File: src/rtl/vfd_mux_pkg.sv
package vfd_mux_pkg;
  localparam int SECT_W    = 4;
  localparam int NUM_SECT  = 1 << SECT_W;
  localparam int DIG_W     = 4;
  localparam int MIN_DIGITS = 4;
  localparam int PIN_CNT   = 16;
  localparam int DED_GRIDS = 6;
  localparam int CODE_W    = 3;
  localparam int ADDR_W    = DIG_W + 1;
  localparam int WIDTH_W   = SECT_W + 1;
  localparam int PINSEL_W  = $clog2(PIN_CNT) + 1;

  // lit sections per brightness code (non-linear scale)
  function automatic logic [WIDTH_W-1:0] on_width(input logic [CODE_W-1:0] code);
    case (code)
      3'd0:    on_width = WIDTH_W'(1);
      3'd1:    on_width = WIDTH_W'(2);
      3'd2:    on_width = WIDTH_W'(4);
      3'd3:    on_width = WIDTH_W'(10);
      3'd4:    on_width = WIDTH_W'(11);
      3'd5:    on_width = WIDTH_W'(12);
      3'd6:    on_width = WIDTH_W'(13);
      default: on_width = WIDTH_W'(14);
    endcase
  endfunction

  function automatic logic [DIG_W-1:0] digit_count(input logic [CODE_W-1:0] m);
    digit_count = DIG_W'(m) + DIG_W'(MIN_DIGITS);
  endfunction

  function automatic logic [PINSEL_W-1:0] seg_count(input logic [CODE_W-1:0] m);
    if (m <= 3'd2) seg_count = PINSEL_W'(PIN_CNT);
    else           seg_count = PINSEL_W'(PIN_CNT + 2) - PINSEL_W'(m);
  endfunction
endpackage

File: src/rtl/vfd_slot_timer.sv
module vfd_slot_timer
  import vfd_mux_pkg::*;
(
  input  logic              clk,
  input  logic              rst_n,
  input  logic              tick_en,
  input  logic [CODE_W-1:0] mode_i,
  input  logic [CODE_W-1:0] dim_i,
  output logic [SECT_W-1:0] sect_o,
  output logic [DIG_W-1:0]  digit_o,
  output logic [CODE_W-1:0] mode_o,
  output logic [CODE_W-1:0] dim_o,
  output logic              frame_end_o
);
  logic [SECT_W-1:0] sect_q, sect_d;
  logic [DIG_W-1:0]  digit_q, digit_d, dig_inc;
  logic [CODE_W-1:0] mode_q, mode_d, dim_q, dim_d;
  logic              fe_q, fe_d;
  logic              slot_end, wrap;

  always_comb begin
    slot_end = tick_en && (sect_q == {SECT_W{1'b1}});
    dig_inc  = digit_q + DIG_W'(1);
    wrap     = slot_end && (dig_inc >= digit_count(mode_i));
    sect_d   = tick_en ? sect_q + SECT_W'(1) : sect_q;
    digit_d  = digit_q;
    mode_d   = mode_q;
    dim_d    = dim_q;
    if (slot_end) begin
      digit_d = wrap ? '0 : dig_inc;
      mode_d  = mode_i;
      dim_d   = dim_i;
    end
    fe_d = wrap;
  end

  always_ff @(posedge clk or negedge rst_n) begin
    if (!rst_n) begin
      sect_q  <= '0;
      digit_q <= '0;
      mode_q  <= {CODE_W{1'b1}};
      dim_q   <= '0;
      fe_q    <= 1'b0;
    end else begin
      sect_q  <= sect_d;
      digit_q <= digit_d;
      mode_q  <= mode_d;
      dim_q   <= dim_d;
      fe_q    <= fe_d;
    end
  end

  assign sect_o      = sect_q;
  assign digit_o     = digit_q;
  assign mode_o      = mode_q;
  assign dim_o       = dim_q;
  assign frame_end_o = fe_q;

  AST_DIGIT_IN_FRAME: assert property (@(posedge clk) disable iff (!rst_n)
    digit_q < digit_count(mode_q));
  AST_CODES_HELD: assert property (@(posedge clk) disable iff (!rst_n)
    !slot_end |=> ($stable(mode_q) && $stable(dim_q)));
  AST_FRAME_PULSE_SHORT: assert property (@(posedge clk) disable iff (!rst_n)
    fe_q |=> !fe_q);
  AST_FRAME_AT_ORIGIN: assert property (@(posedge clk) disable iff (!rst_n)
    fe_q |-> (digit_q == '0 && sect_q == '0));
endmodule

File: src/rtl/vfd_pwm_gate.sv
module vfd_pwm_gate
  import vfd_mux_pkg::*;
(
  input  logic [SECT_W-1:0] sect_i,
  input  logic [CODE_W-1:0] dim_i,
  input  logic              disp_on_i,
  output logic              lit_o
);
  always_comb begin
    lit_o = disp_on_i && ({1'b0, sect_i} < on_width(dim_i));
  end
endmodule

File: src/rtl/vfd_pin_mapper.sv
module vfd_pin_mapper
  import vfd_mux_pkg::*;
(
  input  logic               clk,
  input  logic               rst_n,
  input  logic               lit_i,
  input  logic [DIG_W-1:0]   digit_i,
  input  logic [CODE_W-1:0]  mode_i,
  input  logic [PIN_CNT-1:0] word_i,
  output logic [PIN_CNT-1:0] seg_pin_o,
  output logic [DED_GRIDS-1:0] grid_o
);
  logic [PIN_CNT-1:0]  grid_role;
  logic [PINSEL_W-1:0] nseg;

  assign nseg = seg_count(mode_i);

  for (genvar p = 0; p < PIN_CNT; p++) begin : g_pin
    localparam int GRID_ID = DED_GRIDS + PIN_CNT - 1 - p;
    always_comb begin
      grid_role[p] = (PINSEL_W'(p) >= nseg);
      if (grid_role[p]) seg_pin_o[p] = lit_i && (int'(digit_i) == GRID_ID);
      else              seg_pin_o[p] = lit_i && word_i[p];
    end
  end

  for (genvar g = 0; g < DED_GRIDS; g++) begin : g_grid
    assign grid_o[g] = lit_i && (int'(digit_i) == g);
  end

  AST_SINGLE_GRID: assert property (@(posedge clk) disable iff (!rst_n)
    $onehot0({grid_o, seg_pin_o & grid_role}));
endmodule

File: src/rtl/vfd_grid_mux.sv
module vfd_grid_mux
  import vfd_mux_pkg::*;
(
  input  logic                 clk,
  input  logic                 rst_n,
  input  logic                 tick_en,
  input  logic [CODE_W-1:0]    mode_i,
  input  logic [CODE_W-1:0]    dim_i,
  input  logic                 disp_on_i,
  output logic [ADDR_W-1:0]    mem_addr_o,
  input  logic [PIN_CNT-1:0]   mem_data_i,
  output logic [DED_GRIDS-1:0] grid_o,
  output logic [PIN_CNT-1:0]   seg_pin_o,
  output logic                 frame_end_o
);
  logic [SECT_W-1:0] sect;
  logic [DIG_W-1:0]  digit;
  logic [CODE_W-1:0] mode_q, dim_q;
  logic              lit;

  vfd_slot_timer u_timer (
    .clk         (clk),
    .rst_n       (rst_n),
    .tick_en     (tick_en),
    .mode_i      (mode_i),
    .dim_i       (dim_i),
    .sect_o      (sect),
    .digit_o     (digit),
    .mode_o      (mode_q),
    .dim_o       (dim_q),
    .frame_end_o (frame_end_o)
  );

  vfd_pwm_gate u_pwm (
    .sect_i    (sect),
    .dim_i     (dim_q),
    .disp_on_i (disp_on_i),
    .lit_o     (lit)
  );

  vfd_pin_mapper u_map (
    .clk       (clk),
    .rst_n     (rst_n),
    .lit_i     (lit),
    .digit_i   (digit),
    .mode_i    (mode_q),
    .word_i    (mem_data_i),
    .seg_pin_o (seg_pin_o),
    .grid_o    (grid_o)
  );

  assign mem_addr_o = {digit, 1'b0};

  AST_DARK_WHEN_OFF: assert property (@(posedge clk) disable iff (!rst_n)
    !disp_on_i |-> (grid_o == '0 && seg_pin_o == '0));
  AST_EVEN_ADDRESS: assert property (@(posedge clk) disable iff (!rst_n)
    !mem_addr_o[0]);
endmodule

File: config.mk
export PLATFORM = sky130hd
export DESIGN_NAME = vfd_grid_mux
export DESIGN_NICKNAME = d
export VERILOG_FILES = /design/src/rtl/vfd_mux_pkg.sv /design/src/rtl/vfd_slot_timer.sv /design/src/rtl/vfd_pwm_gate.sv /design/src/rtl/vfd_pin_mapper.sv /design/src/rtl/vfd_grid_mux.sv
export SDC_FILE = /design/constraint.sdc
export NUM_CORES = 1
export LEC_CHECK = 0
export CORE_MARGIN = 3
export CORE_UTILIZATION = 44
export CTS_BUF_LIST = sky130_fd_sc_hd__clkbuf_16
export DETAILED_ROUTE_END_ITERATION = 10
export PLACE_DENSITY = 0.8
export SLEW_MARGIN = 30
export SYNTH_ARGS = -nofsm -noshare
export SYNTH_HDL_FRONTEND = slang
export SYNTH_SLANG_ARGS = --single-unit
File: constraint.sdc
create_clock -name clk -period 3.21 [get_ports clk]
set_input_delay 0.642 -clock clk [delete_from_list [all_inputs] [get_ports clk]]
set_output_delay 0.642 -clock clk [all_outputs]
set_load 0.02 [all_outputs]
==> results.cfg, run 1 <==
[layout]
final_nets = 256
finalNonFillerCells = 245
diodes = 0
drive_gt1_share_pct = 15.9
area_growth_from_synthesis_to_final_layout_pct = 47.8

[synthesis]
synth_top_area_cell = dfrtp_1
synth_warnings = 0
synth_area_um2 = 1370
synth.top_cells.by_area = dfrtp_1 22%, ha_1 14%, dfstp_2 5.8%
synth.yosys.seq_area_share_pct = 27.7
postSynthNetCount = 198
synth_top_area_share_pct = 22.0
ys_seq_elements = 15
synth-edff-count = 0
synth_cell_type_count = 44
avgSynthCellArea_um2 = 8.71
synthCells = 157
synthFlopType = dfrtp_1
synthArstFlopShare_pct = 100

[timing]
fin_crit_ps = 3080
setup_viol = 0
setup_total_negative_slack_ps = 0
rsz_0062_raised_after_global_routing = true
slew-limit-headroom_pct = 55.9
drv_slew = 0
final-hold-violation-count = 0
clock_skew_ps = 2.40
max_slew.worst_pin.slew_ps = 660
fmax_ghz = 0.325
crit_share_post_route_pct = 95.9

[job]
drv_cap = 0

[floorplan]
io_pins = 54
core.rowCount = 19
die_height_um = 61.8
start_util_pct = 47.9
dieArea_um2 = 3810
design.core.area_um2 = 2850
die_w_um = 61.8

[drt]
route.vias.total = 1416
routed_wl_um = 3990
vias_per_cell = 5.78
final_antenna_net_count = 0
detail_route.iter0.violations = 34
routedWlPerCell_um = 16.3
detail_route.first_pass.iterations = 4
route.detailed.drc = 0

[setup_path]
worst_setup_path_end_kind = primary output
critPathArrivalTime_ps = 2440
crit_path_max_fanout = 5
worst-endpoint-required_ps = 2570
criticalPathCategory = reg -> out
crit_path_start_kind = flip-flop
ff2ff_path_depth = 6

[clocking]
clock_tree.root_cell = clkbuf_16
tritoncts_num_sinks = 15
hold_buffers = 0
cts-buffers-inserted = 3
clock_latency_of_the_later_clocked_register_in_the_worst_skew_pair_ps = 240
clk_pin_slew_worst_paths_ps = 50
postCtsSetupBuffers = 0
tritoncts = yes
h-tree-depth = 1
cts_buffer_depth = 2

[hold_path]
timing.hold.worst.class = reg -> reg
min_delay_path_depth = 1

[run_status]
status = finished clean

[power]
static-leakage-power_nw = 0.924
ir_worst_vdd_mv = 0.563
pwr_density_cell_nw_per_um2 = 949

[grt]
antenna_found_initial = 0
maximum_number_of_pins_on_one_net_before_global_route_repair = 23
track_usage_pct = 21.5
global_route_wire_length_before_repair_um = 6120
vias_in_the_first_global_route = 1422
globalRoute.totalOverflow = 0

[placed_design]
count_of_port_buffers_added_during_placement = 52
gp_routability_congestion = 0.892
dp_hpwl_um = 3140
place_inst = 241
worst max-delay path: stages, from the launching register on:
cell           delay [ps]
dfstp_2               550
inv_1                  80
ha_1                  220
or4b_4                560
nor2_2                150
nand4_1               120
a21oi_1               170
dlygate4sd2_1         340
final cells by class:
| class | count | area (um^2) |
|---|---|---|
| clock buffers | 3 | 75.1 |
| clock inverters | 1 | 3.75 |
| fillers | 218 | 832 |
| inverters | 11 | 41.3 |
| multi-input cells | 124 | 936 |
| flip-flops and latches | 15 | 379 |
| well taps | 31 | 38.8 |
| repair buffers | 60 | 547 |
through the flow:
step           setup slack, ps  area (um^2)  util (%)  total power, mW  hold slack [ps]
2_1_floorplan              410         1370         -             1.19              346
3_3_place_gp              68.7         1950      68.2             1.63              503
3_5_place_dp             -40.8         1950      68.2             1.71              522
4_1_cts                   19.3         2000      70.1             1.88              529
5_1_grt                  -1.59         2020      70.8             2.07              554
6_report                   132         2020      70.8             1.92              531
worst paths after layout:
path / from / endpoint / slack [ps]
hold / removal: u_timer.sect_o[3] / u_timer.sect_o[3] / 530
setup reg to reg: u_timer.digit_o[2] / u_timer.digit_o[0] / 1000
hold reg to reg: u_timer.sect_o[3] / u_timer.sect_o[3] / 530
setup / recovery: u_timer.mode_o[0] / seg_pin_o[7] / 130
min in group asynchronous: rst_n / u_timer.dim_o[0] / 800
max in group asynchronous: rst_n / u_timer.digit_o[2] / 1980
sequential cells by signal, indices dropped and copies added, names as in the netlist:
| register | flops |
|---|---|
| u_timer.dim_o | 3 |
| u_timer.sect_o | 4 |
| u_timer.digit_o | 4 |
| u_timer.frame_end_o | 1 |
| u_timer.mode_o | 3 |
cells in the final DEF, fill, tap and decap left out, types with 4 or more instances in the layout:
master           netlist  final
mux2_2                 6      6
buf_4                  1      8
a21oi_1               11     11
nor3b_1                6      6
clkdlybuf4s50_1        0     30
dlygate4sd2_1          0     15
nand4b_1               4      4
nand4_1                7      7
nand2_1               10     10
nor2_1                 8      8
dfrtp_1               12     12
nor2b_1                4      4
inv_1                 11     12
ha_1                  15     14
xnor2_1                4      4
o21ai_0               12     12
cell families after synthesis:
family / synth area share, %
xor+xnor: 3.84
flops: 27.7
compound gates: 15.4
other cells: 0.274
fa+ha+maj: 13.7
simple gates: 26.7
buf+inv: 5.95
mux: 6.40
metal layers:
layer / vias to the layer above / global-route usage, % / part of all wire (%)
li1: 679 / - / -
met1: 679 / 26.4 / 41
met2: 50 / 37.8 / 52
met3: 8 / 2.89 / 5.6
met4: 0 / 8.48 / 1.4
met5: - / 0 / 0
Yosys cell counts, types with 2 or more instances:
library cell	instances
nand4b_1	4
ha_1	15
xor2_1	2
mux2_2	6
nor2_2	2
nor2b_1	4
dfrtp_1	12
a22o_1	3
nand4_1	7
o21a_1	2
o21ai_0	12
nor4b_1	2
buf_2	2
dfstp_2	3
nand2_1	10
clkbuf_1	3
inv_1	11
nor2_1	8
nor3b_1	6
nor4_1	2
and3_1	2
a21oi_1	11
xnor2_1	4
mux2i_1	2
nand3_1	3
report_power, final:
| part | switching (mW) | leakage, nW | total (mW) | internal [mW] |
|---|---|---|---|---|
| logic | 0.709 | 0.700 | 1.27 | 0.565 |
| clock network | 0.0727 | 0.0423 | 0.237 | 0.165 |
| registers | 0.125 | 0.182 | 0.406 | 0.281 |
| total | 0.907 | 0.924 | 1.92 | 1.01 |
what timing repair did:
| action | CTS | global route |
|---|---|---|
| resized for setup | 24 | 16 |
| endpoints found under the setup margin | 22 | 7 |
| pin swaps | 0 | 0 |
No activity file was read; power rests on OpenSTA's default activity.
==> run 2, diff against run 1 <==
--- a/config.mk
+++ b/config.mk
@@ -10,7 +10,7 @@
 export CTS_BUF_LIST = sky130_fd_sc_hd__clkbuf_16
 export DETAILED_ROUTE_END_ITERATION = 10
 export PLACE_DENSITY = 0.8
-export SLEW_MARGIN = 30
+export SLEW_MARGIN = 15
 export SYNTH_ARGS = -nofsm -noshare
 export SYNTH_HDL_FRONTEND = slang
 export SYNTH_SLANG_ARGS = --single-unit
==> results of run 2 <==
Final layout, timing and power as in run 1 (identical DEF).
==> run 3, diff against run 2 <==
--- a/config.mk
+++ b/config.mk
@@ -8,6 +8,7 @@
 export CORE_MARGIN = 3
 export CORE_UTILIZATION = 44
 export CTS_BUF_LIST = sky130_fd_sc_hd__clkbuf_16
+export CTS_CLUSTER_SIZE = 24
 export DETAILED_ROUTE_END_ITERATION = 10
 export PLACE_DENSITY = 0.8
 export SLEW_MARGIN = 15
==> results of run 3 <==
Final layout, timing and power as in run 1 (identical DEF).
